$ cat src/rtl/bch_fix_pkg.sv
package bch_fix_pkg;

  localparam int UNCORR_BIT = 0;
  localparam int FOUND_BIT  = 1;
  localparam int CNT_LSB    = 4;
  localparam int CNT_W      = 4;

  typedef enum logic [1:0] {
    RES_OK      = 2'd0,
    RES_UNCORR  = 2'd1,
    RES_TIMEOUT = 2'd2
  } fix_res_e;

  typedef enum logic [2:0] {
    ST_IDLE,
    ST_WAIT,
    ST_CHECK,
    ST_SCAN,
    ST_RD,
    ST_MOD,
    ST_WR,
    ST_DONE
  } fix_st_e;

endpackage

$ cat src/rtl/bch_pos_unpack.sv
module bch_pos_unpack #(
  parameter int POS_W   = 13,
  parameter int NUM_POS = 8,
  parameter int SIZE_W  = 11
) (
  input  logic [32*(NUM_POS/2)-1:0]       words_i,
  input  logic [SIZE_W-1:0]               sect_i,
  output logic [NUM_POS-1:0][POS_W-1:0]   pos_o,
  output logic [NUM_POS-1:0]              inrng_o
);

  localparam int WORDS = NUM_POS / 2;
  localparam int PAD_W = 16 - POS_W;

  logic [WORDS-1:0] unused_pad;

  for (genvar w = 0; w < WORDS; w++) begin : g_word
    assign unused_pad[w] = ^{words_i[32*w+16+POS_W +: PAD_W],
                             words_i[32*w+POS_W +: PAD_W]};
  end

  for (genvar k = 0; k < NUM_POS; k++) begin : g_pos
    assign pos_o[k] = words_i[32*(k/2) + 16*(k%2) +: POS_W];
    // pos < 8*size  <=>  pos/8 < size
    assign inrng_o[k] = SIZE_W'(pos_o[k][POS_W-1:3]) < sect_i;
  end

endmodule

$ cat src/rtl/bch_wait_timer.sv
module bch_wait_timer #(
  parameter int LIMIT = 10000
) (
  input  logic clk_i,
  input  logic rst_ni,
  input  logic clr_i,
  input  logic en_i,
  output logic expired_o
);

  localparam int CW = $clog2(LIMIT + 1);

  logic [CW-1:0] cnt_q;

  assign expired_o = (cnt_q == CW'(LIMIT - 1));

  always_ff @(posedge clk_i or negedge rst_ni) begin
    if (!rst_ni)                 cnt_q <= '0;
    else if (clr_i)              cnt_q <= '0;
    else if (en_i && !expired_o) cnt_q <= cnt_q + 1'b1;
  end

endmodule

$ cat src/rtl/bch_fix_applier.sv
module bch_fix_applier
  import bch_fix_pkg::*;
#(
  parameter int POS_W       = 13,
  parameter int NUM_POS     = 8,
  parameter int TIMEOUT_CYC = 10000,
  localparam int ADDR_W = POS_W - 3,
  localparam int SIZE_W = ADDR_W + 1,
  localparam int PW_W   = 32 * (NUM_POS / 2)
) (
  input  logic              clk_i,
  input  logic              rst_ni,
  input  logic              start_i,
  input  logic              corr8_i,
  input  logic              dec_ready_i,
  input  logic [31:0]       stat_i,
  input  logic [PW_W-1:0]   pos_words_i,
  input  logic [SIZE_W-1:0] sect_bytes_i,
  output logic [ADDR_W-1:0] mem_addr_o,
  output logic              mem_re_o,
  output logic              mem_we_o,
  output logic [7:0]        mem_wdata_o,
  input  logic [7:0]        mem_rdata_i,
  output logic              done_o,
  output logic [1:0]        result_o
);

  localparam int IDX_W = $clog2(NUM_POS + 1);
  localparam int SEL_W = $clog2(NUM_POS);

  fix_st_e                   state_q;
  fix_res_e                  result_q;
  logic                      found_q, uncorr_q;
  logic [IDX_W-1:0]          limit_q, idx_q;
  logic [PW_W-1:0]           words_q;
  logic [SIZE_W-1:0]         sect_q;
  logic [ADDR_W-1:0]         addr_q;
  logic [2:0]                bit_q;
  logic [7:0]                wbuf_q;

  logic [NUM_POS-1:0][POS_W-1:0] pos_arr;
  logic [NUM_POS-1:0]            inrng;
  logic [POS_W-1:0]              pos_sel;
  logic                          inrng_sel;
  logic                          tmr_expired;
  logic [CNT_W-1:0]              cnt_raw;
  logic [IDX_W-1:0]              cap, limit_d;
  logic                          unused_stat;

  assign unused_stat = ^{stat_i[31:CNT_LSB+CNT_W], stat_i[CNT_LSB-1:FOUND_BIT+1]};

  bch_pos_unpack #(
    .POS_W  (POS_W),
    .NUM_POS(NUM_POS),
    .SIZE_W (SIZE_W)
  ) unpack_i (
    .words_i(words_q),
    .sect_i (sect_q),
    .pos_o  (pos_arr),
    .inrng_o(inrng)
  );

  bch_wait_timer #(
    .LIMIT(TIMEOUT_CYC)
  ) timer_i (
    .clk_i    (clk_i),
    .rst_ni   (rst_ni),
    .clr_i    (state_q == ST_IDLE),
    .en_i     (state_q == ST_WAIT),
    .expired_o(tmr_expired)
  );

  // count clamped to the mode's correction capacity
  assign cnt_raw = stat_i[CNT_LSB +: CNT_W];
  assign cap     = corr8_i ? IDX_W'(NUM_POS) : IDX_W'(NUM_POS / 2);
  assign limit_d = (int'(cnt_raw) > int'(cap)) ? cap : IDX_W'(cnt_raw);

  assign pos_sel   = pos_arr[idx_q[SEL_W-1:0]];
  assign inrng_sel = inrng[idx_q[SEL_W-1:0]];

  always_ff @(posedge clk_i or negedge rst_ni) begin
    if (!rst_ni) begin
      state_q  <= ST_IDLE;
      result_q <= RES_OK;
      found_q  <= 1'b0;
      uncorr_q <= 1'b0;
      limit_q  <= '0;
      idx_q    <= '0;
      words_q  <= '0;
      sect_q   <= '0;
      addr_q   <= '0;
      bit_q    <= '0;
      wbuf_q   <= '0;
    end else begin
      case (state_q)
        ST_IDLE: if (start_i) state_q <= ST_WAIT;
        ST_WAIT: begin
          if (dec_ready_i) begin
            found_q  <= stat_i[FOUND_BIT];
            uncorr_q <= stat_i[UNCORR_BIT];
            limit_q  <= limit_d;
            words_q  <= pos_words_i;
            sect_q   <= sect_bytes_i;
            state_q  <= ST_CHECK;
          end else if (tmr_expired) begin
            result_q <= RES_TIMEOUT;
            state_q  <= ST_DONE;
          end
        end
        ST_CHECK: begin
          if (!found_q) begin
            result_q <= RES_OK;
            state_q  <= ST_DONE;
          end else if (uncorr_q) begin
            result_q <= RES_UNCORR;
            state_q  <= ST_DONE;
          end else begin
            idx_q   <= '0;
            state_q <= ST_SCAN;
          end
        end
        ST_SCAN: begin
          if (idx_q >= limit_q) begin
            result_q <= RES_OK;
            state_q  <= ST_DONE;
          end else if (inrng_sel) begin
            addr_q  <= pos_sel[POS_W-1:3];
            bit_q   <= pos_sel[2:0];
            state_q <= ST_RD;
          end else begin
            idx_q <= idx_q + 1'b1;
          end
        end
        ST_RD:  state_q <= ST_MOD;
        ST_MOD: begin
          wbuf_q  <= mem_rdata_i ^ (8'h01 << bit_q);
          state_q <= ST_WR;
        end
        ST_WR: begin
          idx_q   <= idx_q + 1'b1;
          state_q <= ST_SCAN;
        end
        ST_DONE: state_q <= ST_IDLE;
        default: state_q <= ST_IDLE;
      endcase
    end
  end

  assign mem_addr_o  = addr_q;
  assign mem_re_o    = (state_q == ST_RD);
  assign mem_we_o    = (state_q == ST_WR);
  assign mem_wdata_o = wbuf_q;
  assign done_o      = (state_q == ST_DONE);
  assign result_o    = result_q;

endmodule

$ cat config.mk
export PLATFORM = sky130hd
export DESIGN_NAME = bch_fix_applier
export DESIGN_NICKNAME = d
export VERILOG_FILES = /design/src/rtl/bch_fix_pkg.sv /design/src/rtl/bch_pos_unpack.sv /design/src/rtl/bch_wait_timer.sv /design/src/rtl/bch_fix_applier.sv
export SDC_FILE = /design/constraint.sdc
export NUM_CORES = 1
export LEC_CHECK = 0
export BUFFER_PORTS_ARGS = -buffer_cell sky130_fd_sc_hd__buf_2
export CAP_MARGIN = 10
export CORE_MARGIN = 4
export CORE_UTILIZATION = 55
export CTS_CLUSTER_SIZE = 8
export DETAILED_ROUTE_END_ITERATION = 16
export GPL_ROUTABILITY_DRIVEN = 1
export PLACE_DENSITY = 0.91
export SLEW_MARGIN = 10
export SYNTH_ARGS = -nofsm -noshare
export SYNTH_HDL_FRONTEND = slang
export SYNTH_SLANG_ARGS = --single-unit
export TNS_END_PERCENT = 5
$ cat constraint.sdc
create_clock -name clk_i -period 3.2 [get_ports clk_i]
set_input_delay 0.16 -clock clk_i [delete_from_list [all_inputs] [get_ports clk_i]]
set_output_delay 0.16 -clock clk_i [all_outputs]
set_load 0.005 [all_outputs]
==> metrics.md <==
| Metric | Value |
|---|---|
| YS warnings | `0` |
| CTS Sinks | `165` |
| Layout cells sized above 1 | `18.3%` |
| Worst r2r src | `sect_q[8]` |
| CORE AREA | `0.0161 mm^2` |
| Critical-path cell list | `inv_1, ha_1, a21o_1, a21oi_1, a2111oi_0, a211oi_2, o32a_1, or4_1, o21ai_1` |
| Final worst slack | `0.123 ns` |
| Status | `finished clean` |
| NetSw | `4.51 mW` |
| Synth cell types | `46` |
| Final Hold Fails | `0` |
| Tcrit/Tclk final | `96.2%` |
| Synthesized flop and latch total | `165` |
| Number of global-route vias before repair | `9062` |
| R2R Path End | `idx_q[3]` |
| Ys flop type | `dfrtp_1` |
| Largest net degree at the start of global routing | `84` |
| Slowest cell on the critical path | `a2111oi_0` |
| Die H | `137 um` |
| Overall die area | `0.0188 mm^2` |
| DR vias | `8937` |
| Crit Path Category | `reg -> reg` |
| Level count of the clock H-tree | `4` |
| Max-Cap Viols | `0` |
| Area growth syn-to-layout | `30.6%` |
| Seq pwr share | `36.2%` |
| Final Slew Violations | `0` |
| Hpwl dp | `18500 um` |
| Crit path from | `sect_q[8]` |
| Total setup buffers inserted after CTS | `0` |
| WP data arrival | `3.43 ns` |
| RD Place Congestion | `0.911` |
| Vias per cell | `5.95` |
| RSZ-0062 raised after global routing | `no` |
| Max incr delay on CP | `0.58 ns` |
| Area contributors post-synth | `dfrtp_1, nand2_1, ha_1` |
| Worst setup endpoint | `idx_q[3]` |
| Delay-heaviest family, CP | `compound AO/OA/AOI/OAI gates` |
| Clock-pin slew of the registers on the worst-case setup and hold paths | `0.07 ns` |
| CP endpoint kind | `flip-flop` |
| Sequential cell area fraction in the yosys report | `45.1%` |
| CTS tree | `built` |
| Worst skew pair latency | `0.44 ns` |
| Pre-CTS WS | `0.169 ns` |
| Ys async rst share | `100%` |
| Worst r2r path cells | `9` |
| Switching part of the total | `42.8%` |
| DRC errors left | `0` |
| Port bufs | `156` |
| Post-layout power | `10.5 mW` |
| Final period demand of the worst path | `3.08 ns` |
| Drt total wl | `29700 um` |
| Setup TNS | `0 ns` |
| Ports | `207` |
| Commonest non-fill, non-tap cell in the layout | `nand2_1` |
| Fillers | `977` |
| Gr ovfl total | `0` |
| FP Rows | `46` |
| Drt pass-1 iters | `9` |
| CTS root buffer | `clkbuf_16` |
| Static Leak | `6.10 nW` |
| Worst hold path startpoint | `mem_rdata_i[5]` |
| Most used cells in the layout excluding fill and tap cells | `nand2_1, dfrtp_1, buf_2, dlygate4sd3_1, ha_1` |
| Post-DRT Antenna Nets | `0` |
| DR WL/cell | `19.8 um` |
| Synthesized instance count | `1012` |
| Clock network power share | `18.6%` |
| Startpoint types | `flip-flop` |
| R2r setup slk | `0.12 ns` |
| Max_slew headroom | `38.6%` |
| Int Power | `6.03 mW` |
| Comb pwr share | `45.2%` |
| Initial DRC count | `1002` |
| Synthesized area per cell | `9.05 um^2` |
| Critical path data required time | `3.55 ns` |
| Clk buf depth | `2` |
| GRT Total Usage | `32.8%` |
| Crit Path Max Fanout | `9` |
| First-pass GRT wire length | `47100 um` |
| CP Buf/Inv Count | `1` |
| Die width | `137 um` |
| # nets final | `1538` |
| # setup viols final | `0` |
| Slew @ Worst Pin | `0.920 ns` |
| CTS buffer count | `17` |
| Max frequency | `325 MHz` |
| HP Class | `in -> reg` |
| Antenna cells | `0` |
| EDFF count, synth | `0` |
| Pwr/cell area | `881 mW/mm^2` |
| Clock Skew | `0.0139 ns` |
| Net Count, Synth | `1276` |
| Synth area leader | `dfrtp_1` |
| Crit path depth | `9` |
| Synth top area share | `45.1%` |
| Initial antenna violation count | `0` |
| Initial Utilization | `56.8%` |
| Peak supply drop | `0.549 mV` |
| Post-Syn Area | `0.00916 mm^2` |
==> registers in the layout, indices dropped and copies added (netlist names), 2 cells and up <==
register / cells
words_q: 104
timer_i.cnt_q: 14
sect_q: 11
mem_addr_o: 10
mem_wdata_o: 8
idx_q: 4
limit_q: 4
bit_q: 3
state_q: 3
result_o: 2
==> repair_timing <==
item | in CTS | in global routing
setup endpoints to repair | 0 | 2
gates resized for setup | 0 | 3
hold buffers | 116 | 0
endpoints found under the hold margin | 181 | 0
==> synthesized netlist by cell type (7+ instances only) <==
master,count
a21o_1,11
a21oi_1,45
clkbuf_1,41
dfrtp_1,165
ha_1,80
inv_1,22
mux2i_1,14
mux4_2,26
nand2_1,380
nand3_1,17
nand4_1,7
nand4b_1,8
nor2_1,40
o21ai_0,67
xnor2_1,7
xor2_1,12
==> metrics by stage <==
| step | hold WS, ns | util [%] | instance area [um^2] | instances |
|---|---|---|---|---|
| 3_5_place_dp | 0.204 | 63.5 | 10200 | 1355 |
| 4_1_cts | 0.0194 | 74.1 | 11900 | 1502 |
| 3_3_place_gp | 0.201 | 63.5 | 10200 | 1355 |
| 6_report | 0.0295 | 74.2 | 12000 | 1502 |
| 5_1_grt | 0.0262 | 74.2 | 12000 | 1502 |
| 2_1_floorplan | -0.136 | - | 9160 | 1012 |
==> worst min-delay path by stage <==
stage | end | slack (ns) | depth (start not counted)
6_report | mem_wdata_o[5] | 0.03 | 3
5_1_grt | mem_wdata_o[6] | 0.03 | 3
4_1_cts | mem_wdata_o[5] | 0.02 | 3
3_5_place_dp | mem_wdata_o[1] | 0.20 | 1
3_3_place_gp | mem_wdata_o[1] | 0.20 | 1
2_1_floorplan | bit_q[0] | -0.14 | 0
==> routing by layer <==
metal | vias to the layer above | global-route usage [%] | share of wire [%]
li1 | 3967 | - | -
met1 | 4150 | 40.0 | 36
met2 | 661 | 53.4 | 47
met3 | 159 | 8.13 | 11
met4 | 0 | 18.2 | 6.5
met5 | - | 0 | 0
==> kinds of logic (layout without fill, tap and decap cells) <==
group	count (synthesis)	after routing	share of synthesized area, %
AND/OR/NAND/NOR	487	487	21.8
buffers and inverters	68	342	2.83
XOR/XNOR	19	19	1.82
multiplexers	40	40	7.92
adder cells (fa/ha/maj)	80	80	10.9
flip-flops	165	165	45.1
AO/OA/AOI/OAI	153	153	9.59
==> power by group through the flow <==
stage	clock network, mW	logic [mW]	registers (mW)
floorplan	0	3.12	3.39
global placement	0	4.00	3.69
detailed placement	0	4.32	3.75
CTS	1.96	4.48	3.72
global route	2.05	5.27	3.87
finish	1.96	4.76	3.81
==> worst min-delay path, cell delays in order <==
cell     delay [ns]
buf_2          0.09
xnor2_1        0.10
o21ai_0        0.06
==> cell type report <==
| type | count | area [um^2] | share of cell area, % |
|---|---|---|---|
| clock buffer | 20 | 447 | 3.73 |
| clock inverter | 11 | 105 | 0.879 |
| inverter | 23 | 86.3 | 0.722 |
| multi-input combinational | 779 | 4800 | 40.2 |
| sequential | 165 | 4130 | 34.5 |
| tap | 216 | 270 | 2.26 |
| timing repair buffer | 288 | 2120 | 17.7 |
Note: power is estimated with default switching activity, not from simulation.
